<file path="config.mk">
export PLATFORM = sky130hd
export DESIGN_NAME = bank_cfg_unit
export DESIGN_NICKNAME = d
export VERILOG_FILES = /design/src/rtl/bcu_pkg.sv /design/src/rtl/bcu_regs.sv /design/src/rtl/bcu_decode.sv /design/src/rtl/bank_cfg_unit.sv
export SDC_FILE = /design/constraint.sdc
export NUM_CORES = 1
export LEC_CHECK = 0
export BUFFER_PORTS_ARGS = -buffer_cell sky130_fd_sc_hd__buf_4
export CAP_MARGIN = 15
export CORE_UTILIZATION = 60
export CTS_BUF_LIST = sky130_fd_sc_hd__clkbuf_4 sky130_fd_sc_hd__clkbuf_8
export DETAILED_ROUTE_END_ITERATION = 16
export GPL_TIMING_DRIVEN = 0
export PLACE_DENSITY = 0.83
export SYNTH_ARGS = -nofsm -noshare
export SYNTH_HDL_FRONTEND = slang
export SYNTH_SLANG_ARGS = --single-unit
</file>
<file path="constraint.sdc">
create_clock -name clk -period 2.8 [get_ports clk]
set_input_delay 0.28 -clock clk [delete_from_list [all_inputs] [get_ports clk]]
set_output_delay 0.28 -clock clk [all_outputs]
set_load 0.01 [all_outputs]
</file>
<file path="src/rtl/bcu_pkg.sv">
package bcu_pkg;
  localparam int OFS_CFG    = 0;
  localparam int OFS_PRE0   = 1;
  localparam int NUM_PRE    = 4;
  localparam int OFS_RAMCFG = OFS_PRE0 + NUM_PRE;
  localparam int OFS_LOAD0  = OFS_RAMCFG + 1;
  localparam int WIN_BITS   = 4;

  typedef enum logic [1:0] {
    TOP_KERNEL = 2'b00,
    TOP_INTFN  = 2'b01,
    TOP_EXTFN  = 2'b10,
    TOP_RAM    = 2'b11
  } top_src_e;

  typedef struct packed {
    logic [1:0] bank;
    top_src_e   top;
    logic [3:0] spare;
  } cfg_word_t;

  typedef struct packed {
    logic [1:0] vid;
    logic [1:0] block;
    logic [1:0] common;
    logic [1:0] spare;
  } ramcfg_word_t;
endpackage

</file>
<file path="src/rtl/bcu_regs.sv">
module bcu_regs
  import bcu_pkg::*;
#(
  parameter int          ADDR_W   = 16,
  parameter int          DATA_W   = 8,
  parameter logic [15:0] WIN_BASE = 16'hD500
) (
  input  logic              clk,
  input  logic              rst,
  input  logic              en,
  input  logic              rw,
  input  logic [ADDR_W-1:0] addr,
  input  logic [DATA_W-1:0] wdata,
  output logic [DATA_W-1:0] cfg_o,
  output logic [DATA_W-1:0] ramcfg_o,
  output logic [DATA_W-1:0] rd_o
);
  localparam int HI_W = ADDR_W - WIN_BITS;

  logic [DATA_W-1:0]   pre_q [NUM_PRE];
  logic [DATA_W-1:0]   cfg_q, ramcfg_q, cfg_d;
  logic [WIN_BITS-1:0] ofs;
  logic                hit, wr;

  assign ofs = addr[WIN_BITS-1:0];
  assign hit = en && (addr[ADDR_W-1:WIN_BITS] == WIN_BASE[ADDR_W-1:WIN_BITS]);
  assign wr  = hit && !rw;

  genvar k;
  generate
    for (k = 0; k < NUM_PRE; k++) begin : g_pre
      always_ff @(posedge clk) begin
        if (rst)
          pre_q[k] <= '0;
        else if (wr && ofs == WIN_BITS'(OFS_PRE0 + k))
          pre_q[k] <= wdata;
      end
    end
  endgenerate

  always_comb begin
    cfg_d = cfg_q;
    if (wr && ofs == WIN_BITS'(OFS_CFG))
      cfg_d = wdata;
    for (int j = 0; j < NUM_PRE; j++)
      if (wr && ofs == WIN_BITS'(OFS_LOAD0 + j))
        cfg_d = pre_q[j];
  end

  always_comb begin
    rd_o = '0;
    if (ofs == WIN_BITS'(OFS_CFG))
      rd_o = cfg_q;
    if (ofs == WIN_BITS'(OFS_RAMCFG))
      rd_o = ramcfg_q;
    for (int j = 0; j < NUM_PRE; j++)
      if (ofs == WIN_BITS'(OFS_PRE0 + j))
        rd_o = pre_q[j];
    if (!hit)
      rd_o = '0;
  end

  always_ff @(posedge clk) begin
    if (rst) begin
      cfg_q    <= '0;
      ramcfg_q <= '0;
    end else begin
      cfg_q <= cfg_d;
      if (wr && ofs == WIN_BITS'(OFS_RAMCFG))
        ramcfg_q <= wdata;
    end
  end

  assign cfg_o    = cfg_q;
  assign ramcfg_o = ramcfg_q;

  logic [HI_W-1:0] unused_hi;
  assign unused_hi = WIN_BASE[ADDR_W-1:WIN_BITS];
endmodule

</file>
<file path="src/rtl/bcu_decode.sv">
module bcu_decode
  import bcu_pkg::*;
#(
  parameter int ADDR_W = 16
) (
  input  cfg_word_t         cfg,
  input  ramcfg_word_t      ramcfg,
  input  logic [ADDR_W-1:0] addr,
  output logic [1:0]        bank,
  output logic              rom_en,
  output logic [1:0]        rom_id,
  output logic              common_hit
);
  localparam int SHIFT_BASE = ADDR_W - 4;

  logic top_q;
  logic in_win;

  assign top_q = (addr[ADDR_W-1 -: 2] == 2'b11);

  always_comb begin
    case (ramcfg.common)
      2'b01:   in_win = (addr >> SHIFT_BASE) == '0;
      2'b10:   in_win = (addr >> (SHIFT_BASE + 1)) == '0;
      2'b11:   in_win = (addr >> (SHIFT_BASE + 2)) == '0;
      default: in_win = 1'b0;
    endcase
  end

  assign common_hit = in_win;
  assign bank       = in_win ? 2'b00 : cfg.bank;
  assign rom_en     = top_q && (cfg.top != TOP_RAM);
  assign rom_id     = rom_en ? cfg.top : 2'b00;
endmodule

</file>
<file path="src/rtl/bank_cfg_unit.sv">
module bank_cfg_unit
  import bcu_pkg::*;
#(
  parameter int          ADDR_W   = 16,
  parameter int          DATA_W   = 8,
  parameter logic [15:0] WIN_BASE = 16'hD500
) (
  input  logic              clk,
  input  logic              rst,
  input  logic              cpu_en,
  input  logic              cpu_rw,
  input  logic [ADDR_W-1:0] cpu_addr,
  input  logic [DATA_W-1:0] cpu_wdata,
  output logic [DATA_W-1:0] rdata,
  output logic              acc_vld,
  output logic [1:0]        bank_sel,
  output logic              rom_en,
  output logic [1:0]        rom_id,
  output logic              common_hit,
  output logic [1:0]        vid_bank
);
  logic [DATA_W-1:0] cfg_q, ramcfg_q, rd_d;
  logic [1:0]        bank_d, rom_id_d;
  logic              rom_en_d, common_d;
  cfg_word_t         cfg_w;
  ramcfg_word_t      ramcfg_w;

  bcu_regs #(.ADDR_W(ADDR_W), .DATA_W(DATA_W), .WIN_BASE(WIN_BASE)) u_regs (
    .clk(clk), .rst(rst), .en(cpu_en), .rw(cpu_rw), .addr(cpu_addr),
    .wdata(cpu_wdata), .cfg_o(cfg_q), .ramcfg_o(ramcfg_q), .rd_o(rd_d)
  );

  assign cfg_w    = cfg_word_t'(cfg_q);
  assign ramcfg_w = ramcfg_word_t'(ramcfg_q);

  bcu_decode #(.ADDR_W(ADDR_W)) u_dec (
    .cfg(cfg_w), .ramcfg(ramcfg_w), .addr(cpu_addr),
    .bank(bank_d), .rom_en(rom_en_d), .rom_id(rom_id_d), .common_hit(common_d)
  );

  always_ff @(posedge clk) begin
    if (rst) begin
      rdata      <= '0;
      acc_vld    <= 1'b0;
      bank_sel   <= '0;
      rom_en     <= 1'b0;
      rom_id     <= '0;
      common_hit <= 1'b0;
    end else begin
      acc_vld <= cpu_en;
      if (cpu_en) begin
        bank_sel   <= bank_d;
        rom_en     <= rom_en_d;
        rom_id     <= rom_id_d;
        common_hit <= common_d;
        if (cpu_rw)
          rdata <= rd_d;
      end
    end
  end

  assign vid_bank = ramcfg_w.vid;
endmodule

</file>
## After elaboration in Yosys (flattened, before gate mapping)

Memories as Yosys holds them, arrays and structs flattened.
Cells that the tools add are included.

- Word-level logic and storage cells: 81
- Memories kept: 1
- RAM bits: 32
- Bits of input ports: 28
- Output and inout bits: 17
- Bits in registers: 31

- Reduce and logical (&&, ||, !) cells: 20
- Bitwise operators: 4
- Multiplexer cells: 33
- Equal/unequal tests: 15

Memory list:

| name | words | width | rd ports | clocked after Yosys merged registers in | write ports | line | RTL |
|---|---|---|---|---|---|---|---|
| u_regs.pre_q | 4 | 8 | 4 | 0 | 4 | bcu_regs.sv:20 | `logic [DATA_W-1:0] pre_q [NUM_PRE];` |

Operators with widths:

| cell | count |
|---|---|
| 8-bit 2-to-1 mux | 16 |
| 16-bit logical NOT | 3 |
| 4-bit by 3-bit == test with 1-bit output (second input constant) | 4 |
| 1-bit 2-to-1 mux | 14 |
| 1-bit logical AND | 13 |
| 12-bit == test (second input constant) | 1 |
| 4-bit by 2-bit == test with 1-bit output (second input constant) | 2 |
| 4-bit == test (second input constant) | 2 |
| 2-bit == test (second input constant) | 3 |
| 5-bit nonzero test | 1 |
| 4-bit by 1-bit == test with 1-bit output (second input constant) | 1 |
| 4-bit logical NOT | 1 |
| 2-bit 2-to-1 mux | 2 |
| 1-bit OR | 4 |
| 1-bit case mux with 3 select lines | 1 |
| 2-bit by 1-bit == test with 1-bit output (second input constant) | 1 |
| 2-bit inequality test (second input constant) | 1 |
| 2-bit AND reduction | 1 |
| 1-bit logical NOT | 1 |

## Longest topological paths before layout

- Depth after elaboration: 9
- Depth in mapped cells: 8
- Gate-level depth less buffers: 5

## Cells and area by module

A second synthesis with hierarchy kept.

- Cells, all modules: 331
- Area total of the unflattened synthesis: 3,305.7 um2

By module, submodules not included:

| module | cells each | area an instance (um2) | instances | sequential area each (um2) |
|---|---|---|---|---|
| bcu_regs | 263 | 2,622.5 | 1 | 1,281.2 |
| bank_cfg_unit | 57 | 606.8 | 1 | 300.3 |
| bcu_decode | 11 | 76.3 | 1 | 0.0 |

## Worst setup path before layout

OpenSTA, ideal clock, no wires.

- Path type: input to register
- Start: in cpu_addr[0]
- End: mem u_regs.pre_q[0][0], enable pin
- Library setup time: 0.375 ns
- Data required time: 2.425 ns
- Buffers on the path: 2
- Arrival time: 1.707 ns
- Cell stages on the path: 4
- Path slack: 0.718 ns
- Cell sequence: buf_2 > or4b_2 > clkbuf_1 > o21bai_1

RTL lines:

| element | line | RTL |
|---|---|---|
| start, declared | bank_cfg_unit.sv:12 | `input logic [ADDR_W-1:0] cpu_addr,` |
| end, declared | bcu_regs.sv:20 |  |

==> key figures <==
Clocking
  – Post_cts resized: 0
  – Clk buf depth: 2
  – Total CTS buffers: 9
  – # hold bufs at CTS: 0
  – Worst-skew pair later-pin latency: 0.35 ns
  – H-tree depth: 3
  – CTS root buffer: clkbuf_8
  – CTS Sinks: 63
  – CTS tree: done
  – Setup Fix Bufs, Post-CTS: 0
  – CTS clk-pin slew, worst paths: 0.06 ns

Yosys
  – Commonest cells in the synthesized netlist: and2_1 (33), edfxtp_1 (32), dfxtp_1 (31)
  – Dominant synthesized flop cell: edfxtp_1
  – Number of synthesis warnings: 0
  – Average cell area after synthesis: 10.0 sq um
  – Net count after synthesis: 364
  – Yosys reg bits: 63
  – Synth cell types: 46
  – Sequential area share after synthesis: 47.0%
  – Synthesized area: 0.00337 sq mm
  – Yosys top cell area share: between 20 and 30%
  – Post-synth ARST share: 0%
  – Most area-consuming cells after synthesis: edfxtp_1 (29%), dfxtp_1 (18%), and2_1 (6.1%)
  – Largest area contributor in the netlist: edfxtp_1
  – Synth Instances: around 340
  – Number of synthesized flops with an enable pin: 32
  – Most used standard cell by instance count after synthesis: and2_1

Die
  – Starting density of the core: between 60% and 70%
  – Die ar.: 0.00592 sq mm
  – Die Width: 76.9 microns
  – Die span in y: 76.9 microns
  – Core ar.: 0.00527 sq mm
  – Ports: 45
  – Rows: 26

Cells and area
  – Fraction of layout cells with a size suffix above 1: 22.2%
  – Final core occ: between 70% and 80%
  – Nets: 419
  – Ant diodes: 0
  – Synth-to-layout area growth: 19.3%

Global routing
  – Global-route wire length before repair: 15,100 microns
  – Global Route Usage Sum: 35.0%
  – Initial antenna violation count: 0
  – Number of global-route vias before repair: 2,904
  – Grt ovf: 0
  – Largest net degree at the start of global routing: 11

Critical path
  – R2R depth: 5
  – Worst EP required: 2.77 ns
  – CP max stage delay: 0.90 ns
  – CP max stage cell: o21bai_1
  – Startpoint Class: input pin
  – Crit path cell chain: buf_4 -> buf_2 -> or4b_2 -> clkbuf_1 -> o21bai_1
  – Crit Path Class: input pin to flip-flop
  – Crit path DAT: 2.42 ns
  – Worst-path maximum fanout: 10
  – Setup crit end kind: flip-flop

Timing
  – Final worst path period share: roughly 90%
  – Slew HR: 21.5%
  – Fmax: ~0.41 GHz
  – Final Hold Fails: 0
  – Final Setup Violations: 0
  – Final worst path period need: 2.45 ns
  – Final setup TNS: 0 ns
  – PnR worst setup slack: 0.351 ns
  – RSZ-0062 raised after global routing: false
  – Slew @ Worst Pin: 1.17 ns
  – Clk_skew: 0.0111 ns
  – Max-slew violations: 0

Power
  – Total power: 0.00214 W
  – Static leakage: 1.44 nW
  – PwrDens: 533 mW/mm^2
  – VDD IR-drop max: ~500 uV

Job
  – Maxcap violations: 0

Drt
  – Final WL: 9680 microns
  – Routed length on met2: 4430 microns
  – DR iter-0 viols: 448
  – Routed Antenna Nets: 0
  – Metal-1 WL: 3860 microns
  – DRC: 0
  – First-pass DRT Iterations: 6
  – Via count: approximately 3,000
  – Via/cell ratio: 6.43
  – DR WL/cell: 20.8 microns
  – DR WL met3: 1010 microns
  – Top sig layer: met4

Placed design
  – Placement Setup Slack: 0.112 ns
  – Port buffer count: between 40 and 50
  – RD Place Congestion: 0.917
  – Dpl hpwl: ~6700 microns

Run status
  – Status: finished, final reports clean

Min path
  – Min-Delay Path Class: input pin to flip-flop
  – Hold Crit Depth: 3
## sequential cells by signal, indices dropped and copies added, names as in the netlist
signal and flops:
acc_vld 1, common_hit 1, u_regs.ramcfg_o 8, rdata 8, bank_sel 2, u_regs.cfg_o 8
u_regs.pre_q 32, rom_en 1, rom_id 2
## cell type report
type / count / area (sq um)
fillers: 372 / 1250
well taps: 70 / 87.6
clock inverters: 3 / 65.1
plain buffers: 21 / 90.1
flip-flops and latches: 63 / 1580
multi-input cells: 249 / 1680
clock buffers: 13 / 166
inverters: 3 / 11.3
repair buffers: 44 / 330
## where the power goes
part	switching (W)	internal (W)	total [W]
combinational	0.000115	0.0000862	0.000201
sequential	0.0000159	0.000993	0.00101
clock	0.000363	0.000569	0.000931
## worst max-delay path: cells and delay by family
family                 cells  cell delay, ns
buffers and inverters      3            0.62
AND/OR/NAND/NOR            1            0.62
AO/OA/AOI/OAI              1            0.90
## kinds of logic (layout without fill, tap and decap cells)
| logic type | count (synthesis) | in the layout | synth area share (%) |
|---|---|---|---|
| compound gates | 99 | 99 | 19.5 |
| flops | 63 | 63 | 47.0 |
| buf+inv | 24 | 84 | 3.01 |
| mux | 22 | 22 | 7.02 |
| simple gates | 128 | 128 | 23.5 |
## routing by layer
layer  vias up  global-route usage, %
met5         -                      0
met4         0                   24.4
met3        32                   8.69
met2       194                   53.3
met1      1415                   43.5
li1       1357                      -
## layout by cell type, fill, tap and decap left out, types with 3 or more instances in the layout
| cell type | n |
|---|---|
| clkbuf_8 | 11 |
| nand2b_1 | 10 |
| o22a_1 | 7 |
| buf_2 | 3 |
| o211ai_1 | 5 |
| a21oi_1 | 20 |
| a22oi_1 | 7 |
| nor2_1 | 27 |
| nor2b_1 | 6 |
| nand3_1 | 8 |
| o22ai_1 | 8 |
| clkbuf_1 | 12 |
| a2bb2oi_1 | 8 |
| dfxtp_1 | 31 |
| nor3_1 | 5 |
| o21ai_0 | 20 |
| nor3b_1 | 4 |
| o21bai_1 | 4 |
| and2_1 | 33 |
| nand2_1 | 14 |
| buf_1 | 4 |
| buf_4 | 46 |
| inv_1 | 3 |
| mux2_2 | 13 |
| o31ai_1 | 5 |
| o21a_1 | 7 |
| mux2i_1 | 9 |
| nand4_1 | 4 |
| edfxtp_1 | 32 |
| nand3b_1 | 3 |
| a21o_1 | 3 |
## final timing paths
path / from / endpoint / slack (ns)
setup / recovery: cpu_addr[0] / u_regs.pre_q[0][4] / 0.35
hold / removal: cpu_wdata[5] / u_regs.ramcfg_o[5] / 0.22
setup reg to reg: u_regs.pre_q[0][6] / u_regs.cfg_o[6] / 1.42
hold reg to reg: rdata[7] / rdata[7] / 0.45
## stage by stage
step,hold WS (ns),instance area [sq um],cells
3_3_place_gp,0.439,3780,449
4_1_cts,0.210,4020,466
5_1_grt,0.239,4020,466
6_report,0.216,4020,466
2_1_floorplan,0.427,3370,336
3_5_place_dp,0.446,3780,450
Power figures use the tool's default switching activity.
